**src/rtl/pwm_burst_pkg.sv**
```systemverilog
package pwm_burst_pkg;
  localparam int unsigned CODE_W = 8;
  localparam logic [CODE_W-1:0] CODE_HI_BASE    = 8'h10;
  localparam logic [CODE_W-1:0] CODE_BURST_BASE = 8'h14;
  localparam logic [CODE_W-1:0] CODE_MASK       = 8'h1F;
endpackage

```
**src/rtl/pwm_cmd_decode.sv**
```systemverilog
module pwm_cmd_decode
  import pwm_burst_pkg::*;
#(
  parameter int unsigned NCH = 2
) (
  input  logic              we_i,
  input  logic [CODE_W-1:0] code_i,
  output logic [NCH-1:0]    hi_we_o,
  output logic [NCH-1:0]    lo_we_o,
  output logic [NCH-1:0]    burst_we_o,
  output logic              mask_we_o
);
  for (genvar g = 0; g < NCH; g++) begin : g_dec
    always_comb begin
      hi_we_o[g]    = we_i && (code_i == CODE_W'(CODE_HI_BASE + 2 * g));
      lo_we_o[g]    = we_i && (code_i == CODE_W'(CODE_HI_BASE + 2 * g + 1));
      burst_we_o[g] = we_i && (code_i == CODE_W'(CODE_BURST_BASE + g));
    end
  end

  assign mask_we_o = we_i && (code_i == CODE_MASK);
endmodule

```
**src/rtl/pwm_burst_chan.sv**
```systemverilog
module pwm_burst_chan #(
  parameter int unsigned W = 16
) (
  input  logic         clk,
  input  logic         rst_n,
  input  logic         tick_i,
  input  logic         en_i,
  input  logic         start_i,
  input  logic         hi_we_i,
  input  logic         lo_we_i,
  input  logic         burst_we_i,
  input  logic [W-1:0] wdata_i,
  output logic         pwm_o,
  output logic         done_o
);
  localparam logic [W-1:0] ONE = W'(1);

  logic [W-1:0] hi_q, hi_n, lo_q, lo_n, bcnt_q, bcnt_n;
  logic [W-1:0] ctr_q, ctr_n, rem_q, rem_n;
  logic         high_q, high_n;
  logic [W-1:0] eff_hi, eff_lo;
  logic         step, phase_end, last_pulse;

  assign eff_hi     = (hi_q == '0) ? ONE : hi_q;
  assign eff_lo     = (lo_q == '0) ? ONE : lo_q;
  assign step       = en_i && tick_i && !start_i;
  assign phase_end  = (ctr_q == ONE);
  assign last_pulse = (rem_q == ONE);
  assign done_o     = step && phase_end && !high_q && last_pulse;
  assign pwm_o      = en_i && high_q;

  always_comb begin
    hi_n   = hi_q;
    lo_n   = lo_q;
    bcnt_n = bcnt_q;
    ctr_n  = ctr_q;
    rem_n  = rem_q;
    high_n = high_q;
    if (hi_we_i)    hi_n   = wdata_i;
    if (lo_we_i)    lo_n   = wdata_i;
    if (burst_we_i) bcnt_n = wdata_i;
    if (start_i) begin
      high_n = 1'b1;
      ctr_n  = eff_hi;
      rem_n  = bcnt_q;
    end else if (step) begin
      if (!phase_end) begin
        ctr_n = ctr_q - ONE;
      end else if (high_q) begin
        high_n = 1'b0;
        ctr_n  = eff_lo;
      end else if (!last_pulse) begin
        high_n = 1'b1;
        ctr_n  = eff_hi;
        if (rem_q != '0) rem_n = rem_q - ONE;
      end
    end
  end

  always_ff @(posedge clk or negedge rst_n) begin
    if (!rst_n) begin
      hi_q   <= ONE;
      lo_q   <= ONE;
      bcnt_q <= '0;
      ctr_q  <= ONE;
      rem_q  <= '0;
      high_q <= 1'b0;
    end else begin
      hi_q   <= hi_n;
      lo_q   <= lo_n;
      bcnt_q <= bcnt_n;
      ctr_q  <= ctr_n;
      rem_q  <= rem_n;
      high_q <= high_n;
    end
  end

  // a running channel never holds a zero count
  p_ctr_live_r4 : assert property (@(posedge clk) disable iff (!rst_n)
    en_i |-> ctr_q != '0);
  // without a tick the phase state does not move
  p_hold_no_tick_r8 : assert property (@(posedge clk) disable iff (!rst_n)
    (en_i && !tick_i && !start_i) |=> ($stable(ctr_q) && $stable(high_q)));
  // a start lands in the high phase with the burst length loaded
  p_start_high_r3 : assert property (@(posedge clk) disable iff (!rst_n)
    start_i |=> (high_q && rem_q == $past(bcnt_q)));
endmodule

```
**src/rtl/pwm_burst_top.sv**
```systemverilog
module pwm_burst_top
  import pwm_burst_pkg::*;
#(
  parameter int unsigned NCH = 2,
  parameter int unsigned W   = 16
) (
  input  logic              clk,
  input  logic              rst_n,
  input  logic              tick_i,
  input  logic              cmd_we_i,
  input  logic [CODE_W-1:0] cmd_code_i,
  input  logic [W-1:0]      cmd_data_i,
  output logic [NCH-1:0]    en_mask_o,
  output logic [NCH-1:0]    pwm_o
);
  logic [NCH-1:0] hi_we, lo_we, burst_we, start, done;
  logic [NCH-1:0] mask_q, mask_n;
  logic           mask_we;

  pwm_cmd_decode #(.NCH(NCH)) u_dec (
    .we_i       (cmd_we_i),
    .code_i     (cmd_code_i),
    .hi_we_o    (hi_we),
    .lo_we_o    (lo_we),
    .burst_we_o (burst_we),
    .mask_we_o  (mask_we)
  );

  assign start = mask_we ? (cmd_data_i[NCH-1:0] & ~mask_q) : '0;

  always_comb begin
    if (mask_we) mask_n = cmd_data_i[NCH-1:0];
    else         mask_n = mask_q & ~done;
  end

  always_ff @(posedge clk or negedge rst_n) begin
    if (!rst_n) mask_q <= '0;
    else        mask_q <= mask_n;
  end

  assign en_mask_o = mask_q;

  for (genvar g = 0; g < NCH; g++) begin : g_ch
    pwm_burst_chan #(.W(W)) u_ch (
      .clk        (clk),
      .rst_n      (rst_n),
      .tick_i     (tick_i),
      .en_i       (mask_q[g]),
      .start_i    (start[g]),
      .hi_we_i    (hi_we[g]),
      .lo_we_i    (lo_we[g]),
      .burst_we_i (burst_we[g]),
      .wdata_i    (cmd_data_i),
      .pwm_o      (pwm_o[g]),
      .done_o     (done[g])
    );

    // a finished burst drops its enable bit
    p_done_clears_r5 : assert property (@(posedge clk) disable iff (!rst_n)
      (done[g] && !mask_we) |=> !en_mask_o[g]);
  end

  // the mask output follows each mask write
  p_mask_wr_r7 : assert property (@(posedge clk) disable iff (!rst_n)
    mask_we |=> en_mask_o == $past(cmd_data_i[NCH-1:0]));
  // one command code selects at most one register
  p_one_target_r2 : assert property (@(posedge clk) disable iff (!rst_n)
    $onehot0({hi_we, lo_we, burst_we, mask_we}));
endmodule

```
**config.mk**
```make
export PLATFORM = sky130hd
export DESIGN_NAME = pwm_burst_top
export DESIGN_NICKNAME = d
export VERILOG_FILES = /design/src/rtl/pwm_burst_pkg.sv /design/src/rtl/pwm_cmd_decode.sv /design/src/rtl/pwm_burst_chan.sv /design/src/rtl/pwm_burst_top.sv
export SDC_FILE = /design/constraint.sdc
export NUM_CORES = 1
export LEC_CHECK = 0
export BUFFER_PORTS_ARGS = -buffer_cell sky130_fd_sc_hd__buf_2
export CORE_ASPECT_RATIO = 0.6
export CORE_MARGIN = 2
export CORE_UTILIZATION = 40
export CTS_BUF_LIST = sky130_fd_sc_hd__clkbuf_4 sky130_fd_sc_hd__clkbuf_8 sky130_fd_sc_hd__clkbuf_16
export DETAILED_ROUTE_END_ITERATION = 16
export PLACE_DENSITY = 0.65
export SYNTH_ARGS = -nofsm -noshare
export SYNTH_HDL_FRONTEND = slang
export SYNTH_SLANG_ARGS = --single-unit
```
**constraint.sdc**
```tcl
create_clock -name clk -period 3.05 [get_ports clk]
set_input_delay 0.4575 -clock clk [delete_from_list [all_inputs] [get_ports clk]]
set_output_delay 0.4575 -clock clk [all_outputs]
set_load 0.01 [all_outputs]
```
==> impl_metrics.toml <==
[yosys]
syn_area_per_cell_um2 = 10.3
synth-seq-cells = 164
yosys-top-cells-count = "158 x dfrtp_1, 92 x mux2_2, 75 x nor2_1"
synth_top_area_frac = 0.450
async_reset_ff_frac = 1.00
synth-main-ff-cell = "dfrtp_1"
synthTopCellsByArea = "dfrtp_1 45%, mux2_2 12%, nor2_1 3.2%"
synth_edf_count = 0
yosysMostFrequentCell = "dfrtp_1"
synth_top_area_cell = "dfrtp_1"
synth_nets = 888
yosysWarnings = 0
ys_types = 80
synthesis.area_um2 = 8790
seq_area_frac_synth = 0.468
syn_inst = 850

[timing]
slew-limit-headroom = 0.136
rsz0062_at_grt = "false"
max_freq_mhz = 364
finalHoldViolations = 0
setup_violations = 0
timing.final.crit_share = 0.901
fin_skew_ns = 0.0134
setup_tns_ns = 0
worst_slew_pin_slew_ns = 1.30
slew_violations = 0
fin_crit_ns = 2.75

[clocking]
cts_tree = "done"
path_clk_slew_ns = 0.07
cts_setup_buffers = 0
clk_latency_ns = 0.44
cts-root-buf = "clkbuf_16"
clockBufferDepth = 2
cts.sinks = 164
cts_htree_levels = 4
cts-buffers-inserted = 17
cts-hold-fix-buffers = 0
cts.repair.resized = 0

[die]
design.die.area_um2 = 23200
floorplan.initialDensity = 0.413
ios = 32
fp.dieW_um = 195
die_h_um = 119
core_area_um2 = 21300
row_count = 41

[layout]
utilization = 0.472
drive_above_1_share = 0.245
diodes = 0
area_growth_pct = 14.3
finalNetCount = 937

[setup_path]
arrival_ns = 3.01
path_class = "reg -> reg"
slowest_stage = "a21oi_1"
crit_buf_inv = 1
worstSetupEndpointType = "register"
ff2ff_path_depth = 7
worstPathMaxFanout = 14
startpoint_type = "register"
rrSetupSlack_ns = 0.30
slowest_delay_ns = 1.01
regToRegStartpoint = "g_ch[0].u_ch.ctr_q[1]"
path_delay_family = "compound AO/OA/AOI/OAI gates"
worstPathCellList = "inv_1, ha_1, nor4b_1, and4_1, a21oi_1, mux2i_1, o22ai_1"
r2r-end = "g_ch[0].u_ch.ctr_q[13]"
crit_required_ns = 3.32

[route]
drtIter0Drc = 778
via_per_inst = 6.11
ant_nets = 0
drc_errors = 0
first_pass_iters = 5
routedWlPerCell_um = 22.2
wl_um = 26400
vias = 7277

[power_and_ir_drop]
power_leakage_nw = 4.60
p_sw_frac = 0.311
power_density_nw_per_um2 = 636
pwr-share-comb = 0.215
p_int_mw = 4.40
power_frac_seq = 0.424
switching_power_mw = 1.99
max-vdd-ir-drop_mv = 0.447
p_clk_frac = 0.361

[place]
routabilityCongestion = 0.988
io_buffers = 31
post-dp-hpwl_um = 19600

[outcome]
status = "completed"

[min_path]
min_path_type = "in -> async"

[global_route]
overflow = 0
grt_max_degree = 70
grt_pass1_wl_um = 41100
antenna_found_initial = 1
grt_pass1_vias = 6682
grtUsageTotal = 0.234

[run]
maxCapViolCount = 0
-- metal layers --
| layer | routed length [µm] | up-vias | share of wire | global-route usage |
|---|---|---|---|---|
| met3 | 3170 | 34 | 0.12 | 0.0813 |
| met1 | 13700 | 3592 | 0.52 | 0.398 |
| met5 | 13 | - | 0.00049 | 0 |
| met4 | 286 | 2 | 0.011 | 0.0506 |
| li1 | - | 3264 | - | - |
| met2 | 9200 | 385 | 0.35 | 0.265 |
-- worst register-to-register path: stages, from the launching register on --
cell     delay (ns)
dfrtp_1        0.42
inv_1          0.09
ha_1           0.22
nor4b_1        0.16
and4_1         0.24
a21oi_1        1.01
mux2i_1        0.32
o22ai_1        0.13
-- registers in the layout (all words and copies together), names as in the netlist --
name / count
g_ch.u_ch.rem_q: 32
g_ch.u_ch.bcnt_q: 32
g_ch.u_ch.hi_q: 32
g_ch.u_ch.lo_q: 32
g_ch.u_ch.high_q: 2
en_mask_o: 2
g_ch.u_ch.ctr_q: 32
-- worst max path at each step --
stage | from | to | slack (ns) | cells past startpoint
2_1_floorplan | g_ch[0].u_ch.ctr_q[0] | g_ch[0].u_ch.rem_q[14] | 0.67 | 7
3_3_place_gp | cmd_code_i[7] | g_ch[0].u_ch.rem_q[7] | 0.38 | 8
3_5_place_dp | cmd_code_i[7] | g_ch[0].u_ch.rem_q[7] | 0.31 | 8
4_1_cts | g_ch[1].u_ch.ctr_q[7] | g_ch[1].u_ch.rem_q[10] | 0.39 | 7
5_1_grt | g_ch[1].u_ch.rem_q[10] | g_ch[1].u_ch.ctr_q[0] | 0.12 | 7
6_report | g_ch[0].u_ch.ctr_q[1] | g_ch[0].u_ch.ctr_q[13] | 0.30 | 7
-- final cells by class --
| cell class | count | area, µm² |
|---|---|---|
| inverter | 21 | 78.8 |
| clock buffer | 17 | 425 |
| clock inverter | 15 | 204 |
| multi-input combinational | 625 | 4410 |
| sequential | 164 | 4110 |
| fill | 1958 | 11200 |
| timing repair buffer | 70 | 467 |
| tap | 279 | 349 |
-- per-stage QoR --
| step | cells | worst slack [ns] | cell area, µm² | total power, mW | hold WS (ns) |
|---|---|---|---|---|---|
| floorplan | 850 | 0.669 | 8790 | 3.60 | 0.162 |
| global placement | 1159 | 0.378 | 9420 | 4.05 | 0.469 |
| detailed placement | 1159 | 0.310 | 9420 | 4.07 | 0.473 |
| CTS | 1191 | 0.393 | 10000 | 6.37 | 0.0510 |
| global route | 1191 | 0.124 | 10000 | 6.68 | 0.0680 |
| finish | 1191 | 0.302 | 10000 | 6.39 | 0.0271 |
-- cell usage in the layout, fill, tap and decap left out, types with 16 or more instances in the layout --
cell	count
dfrtp_1	158
mux2_2	92
nor2_1	75
nand2_1	61
a21oi_1	52
buf_4	38
o21ai_0	31
buf_2	30
nor3_1	27
nor4_1	25
nand3_1	23
inv_1	20
xor2_1	18
clkbuf_16	17
nand4_1	16
-- cells by family (layout without fill, tap and decap cells) --
group | count (synthesis) | after routing | share of synthesized area
AND/OR/NAND/NOR | 315 | 315 | 0.197
AO/OA/AOI/OAI | 170 | 170 | 0.133
flip-flops | 164 | 164 | 0.468
multiplexers | 101 | 101 | 0.129
buffers and inverters | 61 | 123 | 0.0302
XOR/XNOR | 29 | 29 | 0.0289
adder cells (fa/ha/maj) | 10 | 10 | 0.0142
-- power groups by stage --
stage	combinational (mW)	sequential (mW)	clock, mW
floorplan	0.965	2.63	0
global placement	1.33	2.72	0
detailed placement	1.34	2.73	0
CTS	1.35	2.70	2.33
global route	1.50	2.74	2.44
finish	1.37	2.71	2.31
No activity file was read; power rests on OpenSTA's default activity.
